<file path="config.mk">
export PLATFORM = sky130hd
export DESIGN_NAME = tmr_irq_router
export DESIGN_NICKNAME = d
export VERILOG_FILES = /design/src/rtl/irq_route_pkg.sv /design/src/rtl/irq_route_chk.sv /design/src/rtl/irq_line_seq.sv /design/src/rtl/tmr_irq_router.sv
export SDC_FILE = /design/constraint.sdc
export NUM_CORES = 1
export LEC_CHECK = 0
export ABC_AREA = 1
export BUFFER_PORTS_ARGS = -buffer_cell sky130_fd_sc_hd__clkbuf_2
export CORE_AREA = 2 2 85 87
export DETAILED_ROUTE_END_ITERATION = 8
export DIE_AREA = 0 0 87 89
export HOLD_SLACK_MARGIN = 0.08
export PLACE_DENSITY = 0.85
export SYNTH_ARGS = -nofsm -noshare
export SYNTH_HDL_FRONTEND = slang
export SYNTH_SLANG_ARGS = --single-unit
</file>
<file path="constraint.sdc">
create_clock -name clk -period 5.84 [get_ports clk]
set_clock_uncertainty 0.15 [all_clocks]
set_input_delay 1.168 -clock clk [delete_from_list [all_inputs] [get_ports clk]]
set_output_delay 1.168 -clock clk [all_outputs]
set_load 0.05 [all_outputs]
</file>
<file path="src/rtl/irq_route_pkg.sv">
package irq_route_pkg;

    // timers that take part in the fixed legacy mapping
    localparam int unsigned LEG_TIMERS = 2;

    // fixed mapping: index = timer number
    localparam int unsigned LEG_PIC_LINE [LEG_TIMERS] = '{0, 8};
    localparam int unsigned LEG_APIC_PIN [LEG_TIMERS] = '{2, 8};

    typedef enum logic [1:0] {
        LN_IDLE  = 2'd0,
        LN_DROP  = 2'd1,
        LN_RAISE = 2'd2,
        LN_HELD  = 2'd3
    } line_state_e;

endpackage

</file>
<file path="src/rtl/irq_route_chk.sv">
module irq_route_chk #(
    parameter int APIC_PINS = 24,
    parameter int ROUTE_W   = 5
) (
    input  logic [ROUTE_W-1:0]   route_i,
    input  logic [APIC_PINS-1:0] cap_i,
    output logic [APIC_PINS-1:0] pin_o,
    output logic                 ok_o
);

    // a route beyond the pin range matches no pin, so it is invalid too
    always_comb begin
        for (int i = 0; i < APIC_PINS; i++) begin
            pin_o[i] = cap_i[i] && (route_i == ROUTE_W'(i));
        end
        ok_o = |pin_o;
    end

endmodule

</file>
<file path="src/rtl/irq_line_seq.sv">
module irq_line_seq
    import irq_route_pkg::*;
#(
    parameter int CNT_W = 4
) (
    input  logic clk,
    input  logic rst_n,
    input  logic req_i,
    output logic edge_o
);

    line_state_e      state_q, state_d;
    logic [CNT_W-1:0] cnt_q, cnt_d;

    // state register
    always_ff @(posedge clk) begin
        if (!rst_n) begin
            state_q <= LN_IDLE;
            cnt_q   <= '0;
        end else begin
            state_q <= state_d;
            cnt_q   <= cnt_d;
        end
    end

    // next state and share count
    always_comb begin
        state_d = state_q;
        cnt_d   = cnt_q;
        unique case (state_q)
            LN_IDLE, LN_HELD: begin
                if (req_i) state_d = LN_DROP;
            end
            LN_DROP: begin
                state_d = LN_RAISE;
                if (cnt_q != '0) cnt_d = cnt_q - CNT_W'(1);
            end
            LN_RAISE: begin
                state_d = LN_HELD;
                if (cnt_q != '1) cnt_d = cnt_q + CNT_W'(1);
            end
            default: state_d = LN_IDLE;
        endcase
    end

    // outputs
    always_comb begin
        edge_o = (state_q == LN_RAISE) && (cnt_q == '0);
    end

    AST_EDGE_SINGLE: assert property (@(posedge clk) disable iff (!rst_n)
        edge_o |=> !edge_o);
    AST_EDGE_AFTER_DROP: assert property (@(posedge clk) disable iff (!rst_n)
        edge_o |-> ($past(state_q) == LN_DROP));
    AST_CNT_BOUND: assert property (@(posedge clk) disable iff (!rst_n)
        cnt_q <= CNT_W'(1));

endmodule

</file>
<file path="src/rtl/tmr_irq_router.sv">
module tmr_irq_router
    import irq_route_pkg::*;
#(
    parameter int N_TMR     = 3,
    parameter int APIC_PINS = 24,
    parameter int PIC_LINES = 16,
    parameter int ROUTE_W   = 5,
    parameter int CNT_W     = 4
) (
    input  logic                         clk,
    input  logic                         rst_n,
    input  logic [N_TMR-1:0]             tmr_fire,
    input  logic [N_TMR-1:0]             tmr_en,
    input  logic [N_TMR-1:0]             tmr_level,
    input  logic                         legacy_mode,
    input  logic [N_TMR*ROUTE_W-1:0]     route_sel,
    input  logic [N_TMR*APIC_PINS-1:0]   route_cap,
    output logic [PIC_LINES-1:0]         pic_edge,
    output logic [APIC_PINS-1:0]         apic_edge,
    output logic                         pit_ch0_mask,
    output logic                         route_err
);

    logic [APIC_PINS-1:0]  tmr_pins [N_TMR];
    logic [N_TMR-1:0]      route_ok;
    logic [N_TMR-1:0]      leg_use;
    logic [LEG_TIMERS-1:0] leg_req;
    logic [LEG_TIMERS-1:0] line_edge;
    logic [APIC_PINS-1:0]  apic_d, apic_pulse_q;
    logic                  err_hit;

    // per-timer route validation
    for (genvar g = 0; g < N_TMR; g++) begin : g_tmr
        irq_route_chk #(
            .APIC_PINS (APIC_PINS),
            .ROUTE_W   (ROUTE_W)
        ) u_chk (
            .route_i (route_sel[g*ROUTE_W +: ROUTE_W]),
            .cap_i   (route_cap[g*APIC_PINS +: APIC_PINS]),
            .pin_o   (tmr_pins[g]),
            .ok_o    (route_ok[g])
        );
        if (g < LEG_TIMERS) begin : g_leg
            assign leg_use[g] = legacy_mode;
        end else begin : g_own
            assign leg_use[g] = 1'b0;
        end
    end

    // delivery decision
    always_comb begin
        apic_d  = '0;
        err_hit = 1'b0;
        for (int t = 0; t < N_TMR; t++) begin
            if (tmr_fire[t] && tmr_en[t]) begin
                if (tmr_level[t])       err_hit = 1'b1;
                else if (leg_use[t])    ;
                else if (route_ok[t])   apic_d  = apic_d | tmr_pins[t];
                else                    err_hit = 1'b1;
            end
        end
        for (int l = 0; l < LEG_TIMERS; l++) begin
            leg_req[l] = legacy_mode && tmr_fire[l] && tmr_en[l] && !tmr_level[l];
        end
    end

    always_ff @(posedge clk) begin
        if (!rst_n) begin
            apic_pulse_q <= '0;
            route_err    <= 1'b0;
        end else begin
            apic_pulse_q <= apic_d;
            route_err    <= route_err | err_hit;
        end
    end

    // fixed-mapping line sequencers
    for (genvar l = 0; l < LEG_TIMERS; l++) begin : g_line
        irq_line_seq #(
            .CNT_W (CNT_W)
        ) u_line (
            .clk    (clk),
            .rst_n  (rst_n),
            .req_i  (leg_req[l]),
            .edge_o (line_edge[l])
        );
    end

    // outputs
    always_comb begin
        pic_edge  = '0;
        apic_edge = apic_pulse_q;
        for (int l = 0; l < LEG_TIMERS; l++) begin
            pic_edge[LEG_PIC_LINE[l]]  = pic_edge[LEG_PIC_LINE[l]]  | line_edge[l];
            apic_edge[LEG_APIC_PIN[l]] = apic_edge[LEG_APIC_PIN[l]] | line_edge[l];
        end
        pit_ch0_mask = legacy_mode && tmr_en[0];
    end

    AST_ERR_STICKY: assert property (@(posedge clk) disable iff (!rst_n)
        route_err |=> route_err);
    AST_ERR_CAUSE: assert property (@(posedge clk) disable iff (!rst_n)
        $rose(route_err) |-> $past(|(tmr_fire & tmr_en)));
    AST_PULSE_CAUSE: assert property (@(posedge clk) disable iff (!rst_n)
        (|apic_pulse_q) |-> $past(|(tmr_fire & tmr_en & ~tmr_level)));
    AST_PULSE_BOUND: assert property (@(posedge clk) disable iff (!rst_n)
        $countones(apic_pulse_q) <= N_TMR);

endmodule

</file>
**Word-level counts from Yosys, hierarchy flattened**

Cells that the tools add are included.

- Bits in registers: 37
- Bits in latches: 0
- RAM bits: 0
- Bits in read-only memories: 0
- Input port bits: 99
- Memories: 0

- Add/sub/neg operators: 4
- Multiply operators: 0
- Div/mod/pow operators: 0
- $lt $le $gt $ge: 0
- Equal/unequal tests: 83
- Shift operators: 0
- Mux-type cells: 32
- Bitwise operators: 5
- Reductions and logical operators: 104

Operator list:

| cell | number |
|---|---|
| 2-to-1 mux 24 bit | 11 |
| equality test 5 x 4 -> 1 bit (second input constant) | 24 |
| equality test 5 bit (second input constant) | 24 |
| logical AND 1 bit | 84 |
| OR reduction 24 bit | 3 |
| equality test 5 x 3 -> 1 bit (second input constant) | 12 |
| bitwise OR 24 bit | 2 |
| equality test 5 x 2 -> 1 bit (second input constant) | 6 |
| 2-to-1 mux 4 bit | 4 |
| case mux 4 bit (2 select lines) | 2 |
| equality test 5 x 1 -> 1 bit (second input constant) | 3 |
| logical NOT 5 bit | 3 |
| != test 2 x 1 -> 1 bit (second input constant) | 6 |
| case mux 2 bit (3 select lines) | 2 |
| 2-to-1 mux 1 bit | 11 |
| adder 4 x 1 -> 4 bit (second input constant) | 2 |
| equality test 2 bit (second input constant) | 4 |
| logical NOT 4 bit | 2 |
| != test 4 bit (second input constant) | 2 |
| nonzero test 4 bit | 2 |
| subtractor 4 x 1 -> 4 bit (second input constant) | 2 |
| AND reduction 3 bit | 2 |
| equality test 2 x 1 -> 1 bit (second input constant) | 2 |
| logical NOT 2 bit | 2 |
| 5 further kinds | 11 |

**Depth between registers and ports, before layout**

- Depth in word-level cells: 16
- Mapped depth: 14
- Mapped depth without buffers: 14

**Modules after synthesis**

From an unflattened synthesis, not the netlist that was laid out.

- Cell total of the unflattened synthesis: 858
- Area total of the unflattened synthesis: 4480.5 um^2

By module, submodules not included:

| module | times used | cells an instance | area each (um^2) | sequential area each (um^2) |
|---|---|---|---|---|
| tmr_irq_router | 1 | 347 | 2099.5 | 500.5 |
| irq_route_chk | 3 | 126 | 503.0 | 0.0 |
| irq_line_seq (g_line[0].u_line) | 1 | 71 | 455.4 | 120.1 |
| irq_line_seq (g_line[1].u_line) | 1 | 62 | 416.6 | 120.1 |

**Least setup slack after synthesis**

OpenSTA, ideal clock, no wires.

- Path kind: input-to-output
- Start point: input tmr_en[0]
- End point: output pit_ch0_mask
- Data arrival time: 1508 ps
- Slack: 3014 ps
- Stages on the path: 2
- Cells stage by stage: nand2_1 inv_1

- Cells in the longest elaborated chain, start to end: 1

RTL lines:

| element | RTL line | source |
|---|---|---|
| start: declaration | tmr_irq_router.sv:13 | `input logic [N_TMR-1:0] tmr_en,` |
| logical AND 1 bit | tmr_irq_router.sv:97 | `pit_ch0_mask = legacy_mode && tmr_en[0];` |
| end: declaration | tmr_irq_router.sv:20 | `output logic pit_ch0_mask,` |

Every way passes these cells.

**Worst setup path in the final report**

- Start point: input tmr_en[1]
- End point: register apic_pulse_q[5]

- Cells in the longest elaborated chain, start to end: 6

RTL lines:

| element | RTL line | source |
|---|---|---|
| logical AND 1 bit (*) | tmr_irq_router.sv:55 | `if (tmr_fire[t] && tmr_en[t]) begin` |
| 2-to-1 mux 24 bit (*) | tmr_irq_router.sv:55 |  |
| bitwise OR 24 bit | tmr_irq_router.sv:58 | `else if (route_ok[t]) apic_d = apic_d \| tmr_pins[t];` |
| 2-to-1 mux 24 bit | tmr_irq_router.sv:58 |  |
| 2-to-1 mux 24 bit | tmr_irq_router.sv:56 | `if (tmr_level[t]) err_hit = 1'b1;` |
| 2-to-1 mux 24 bit (*) | tmr_irq_router.sv:55 |  |
| end signal: assignment | tmr_irq_router.sv:72 | `apic_pulse_q <= apic_d;` |
| end: declaration | tmr_irq_router.sv:29 | `logic [APIC_PINS-1:0] apic_d, apic_pulse_q;` |

Every way passes the cells marked *; elsewhere a longest branch is shown, timed or not.
A chain may end at the register's enable or synchronous reset.

==> flow_metrics.tcl <==
set metrics [dict create \
    yosys_most_used_dff "dfxtp_1" \
    cts_setup_buffers 0 \
    die-height_um 89 \
    cp_cell_sequence "clkbuf_2 > nand2_1 > nor2_1 > inv_1 > nor2_1 > clkinv_1 > nand2_1 > o31ai_1 > nand2_1 > inv_1" \
    hold_path_class "register to register" \
    yosys_warnings 0 \
    placedCellCount 773 \
    path_clk_slew_ns 0.07 \
    synth.top_cells.by_area "dfxtp_1 (21%), nand2_1 (16%), inv_1 (11%), buf_4 (8.2%), nor2_1 (7.8%)" \
    min_to "g_line[0].u_line.state_q[1]$_SDFFE_PN0P_" \
    post_dp_cell_area_mm2 0.00399 \
    grt-ovfl-total 0 \
    ant_nets 0 \
    critPathArrivalTime_ns 3.09 \
    crit_path_start_kind "primary input" \
    antenna_found_initial 0 \
    slowest_stage "clkinv_1" \
    floorplan.rows 30 \
    grt_setup_unrepaired "no" \
    cp_num_buf_inv 4 \
    pre_cts_ws_ns 2.56 \
    slew_headroom_pct 52.6 \
    syn_to_final_growth_pct 14.8 \
    num_vias 4112 \
    power_density_mw_per_mm2 246 \
    cts_root_buf "clkbuf_8" \
    max_freq_mhz 328 \
    setup_viol 0 \
    setup_tns_ns 0 \
    pin_count 141 \
    timing.critical_path.mode_cell "nand2_1" \
    vias_per_cell 5.27 \
    endpoint_kind "register" \
    reg2reg_slack_ns 3.62 \
    routed_wl_mm 10.9 \
    dp_hpwl_mm 9.06 \
    clk-insertion-delay-late_ns 0.30 \
    cp_max_fo 26 \
    outcome "finished clean" \
    synth-async-reset-ratio_pct 0 \
    final_nets 810 \
    clkSinkCount 37 \
    rr_startpoint "g_line[1].u_line.state_q[0]$_SDFFE_PN0P_" \
    design.core.area_mm2 0.00672 \
    period_share_pct 52.3 \
    required_ns 5.88 \
    drtIter0Drc 286 \
    numCtsBuffers 5 \
    firstDrtPassIters 5 \
    synthCells 609 \
    final_cells 781 \
    period_minus_slack_ns 3.05 \
    drv_cap 0 \
    cts_resized 0 \
    r2r_cells 10 \
    drc 0 \
    wire_per_inst_um 13.9 \
    yosys.area.top_type "dfxtp_1" \
    drive_gt1_share_pct 21.3 \
    cts_hold_buf 0 \
    clk_path_buf_depth 2 \
    die-area_mm2 0.00774 \
    grt_usage_pct 28.4 \
    io_buffers 126 \
    post-layout-total-power_mw 1.01 \
    die_width_um 87 \
    critPathMaxStageDelay_ns 0.53 \
    synthDistinctLibCells 37 \
    ys_ff_latch 37 \
    htree_levels 2 \
    crit_family "buffers and inverters" \
    worstHoldPathCells 2 \
    max-vdd-ir-drop_mv 0.106 \
    setup_ws_ns 2.79 \
    hp-start "g_line[0].u_line.state_q[1]$_SDFFE_PN0P_" \
    syn_area_per_cell_um2 5.87 \
    p_leak_nw 2.44 \
    n_antenna_cell 0 \
    synth_edf_count 0 \
    reg2reg_to "g_line[1].u_line.cnt_q[3]$_SDFFE_PN0P_" \
    report.final.slew_viol_count 0 \
    critical_path_class "primary input to register" \
    netlist_area_mm2 0.00357 \
    yosysSeqAreaShare_pct 20.7 \
    grt_max_degree 27 \
    cts_tree "built" \
    synth_top_area_share_pct 20.7 \
    worst_pin_slew_ns 0.709 \
    start_util_pct 53.2 \
    grt_pass1_wl_mm 17.1 \
    place_congestion 0.966 \
    final_hold_viol_count 0 \
    grt_pass1_vias 3657 \
    final_area_mm2 0.00410 \
]
[cell families after synthesis]
group,Yosys count,synth area share [%]
adders and majority gates,11,4.27
other,1,0.105
DFF,37,20.7
and+or+nand+nor,314,38.6
AOI/OAI and AO/OA,81,14.3
buffers and inverters,163,21.6
xor gates and xnor gates,2,0.490
[tightest hold or removal path, cell delays in order (launching register included)]
cell	delay [ns]
dfxtp_1	0.33
nand2_1	0.07
a21oi_1	0.05
[state kept, by name (all words and copies together) (netlist names)]
signal and count:
g_line.u_line.state_q 4, apic_pulse_q 24, g_line.u_line.cnt_q 8, route_err 1
[cell usage after synthesis, drive strengths merged, types with 6 or more instances]
cell type	count
nand2	155
inv	107
nor2	79
nand3	51
buf	44
dfxtp	37
a21oi	28
nand4	16
o22ai	15
o21ai	13
clkbuf	11
o31ai	11
ha	9
nand3b	8
o32ai	6
[power by group]
| group | internal (mW) | leakage, nW | total [mW] | switching (mW) |
|---|---|---|---|---|
| Clock | 0.139 | 0.0585 | 0.234 | 0.0945 |
| Sequential | 0.288 | 0.301 | 0.318 | 0.0299 |
| Combinational | 0.156 | 2.08 | 0.459 | 0.304 |
| Total | 0.583 | 2.44 | 1.01 | 0.428 |
[through the flow]
stage / util [%] / hold slack, ns
after floorplan: - / 0.306
final: 61.1 / 0.345
after global routing: 61.1 / 0.380
after CTS: 61.1 / 0.346
after detailed placement: 59.3 / 0.335
after global placement: 59.3 / 0.321
[metal layers]
layer | part of all wire [%] | track usage, % | vias to the layer above
met5 | 0 | 0 | -
met4 | 2.4 | 7.81 | 0
met3 | 8.9 | 5.82 | 24
met2 | 46 | 46.6 | 191
met1 | 43 | 37.9 | 1822
li1 | - | - | 2075
[cells in the final DEF, fill, tap and decap left out, types with 3 or more instances in the layout]
cell / n
a21oi_1: 25
o41ai_1: 3
o31ai_1: 11
nor2_1: 74
clkbuf_8: 6
o21ai_0: 12
nand3_1: 48
o22ai_1: 15
a21oi_2: 3
clkbuf_2: 126
nand3b_1: 8
conb_1: 14
dfxtp_1: 37
ha_1: 9
nand4_1: 16
o32ai_1: 6
nand2_1: 153
nand3_2: 3
inv_1: 106
[how the worst max path moves through the flow]
stage / start / to / slack, ns / cells after the start
floorplan: tmr_en[0] / pit_ch0_mask / 3.01 / 2
global placement: tmr_fire[1] / apic_pulse_q[10]$_SDFF_PN0_ / 2.66 / 10
detailed placement: tmr_en[1] / apic_pulse_q[13]$_SDFF_PN0_ / 2.56 / 10
CTS: g_line[0].u_line.state_q[0]$_SDFFE_PN0P_ / apic_edge[2] / 2.77 / 6
global route: tmr_fire[1] / apic_pulse_q[5]$_SDFF_PN0_ / 2.53 / 10
finish: tmr_en[1] / apic_pulse_q[5]$_SDFF_PN0_ / 2.79 / 10
[final cells by class]
| cell class | instances | area (um^2) |
|---|---|---|
| fill | 643 | 2620 |
| sequential | 37 | 741 |
| timing repair buffer | 126 | 631 |
| tap | 80 | 100 |
| clock inverter | 1 | 30.0 |
| inverter | 108 | 405 |
| clock buffer | 7 | 86.3 |
| multi-input combinational | 422 | 2110 |
No activity file was read; power rests on OpenSTA's default activity.
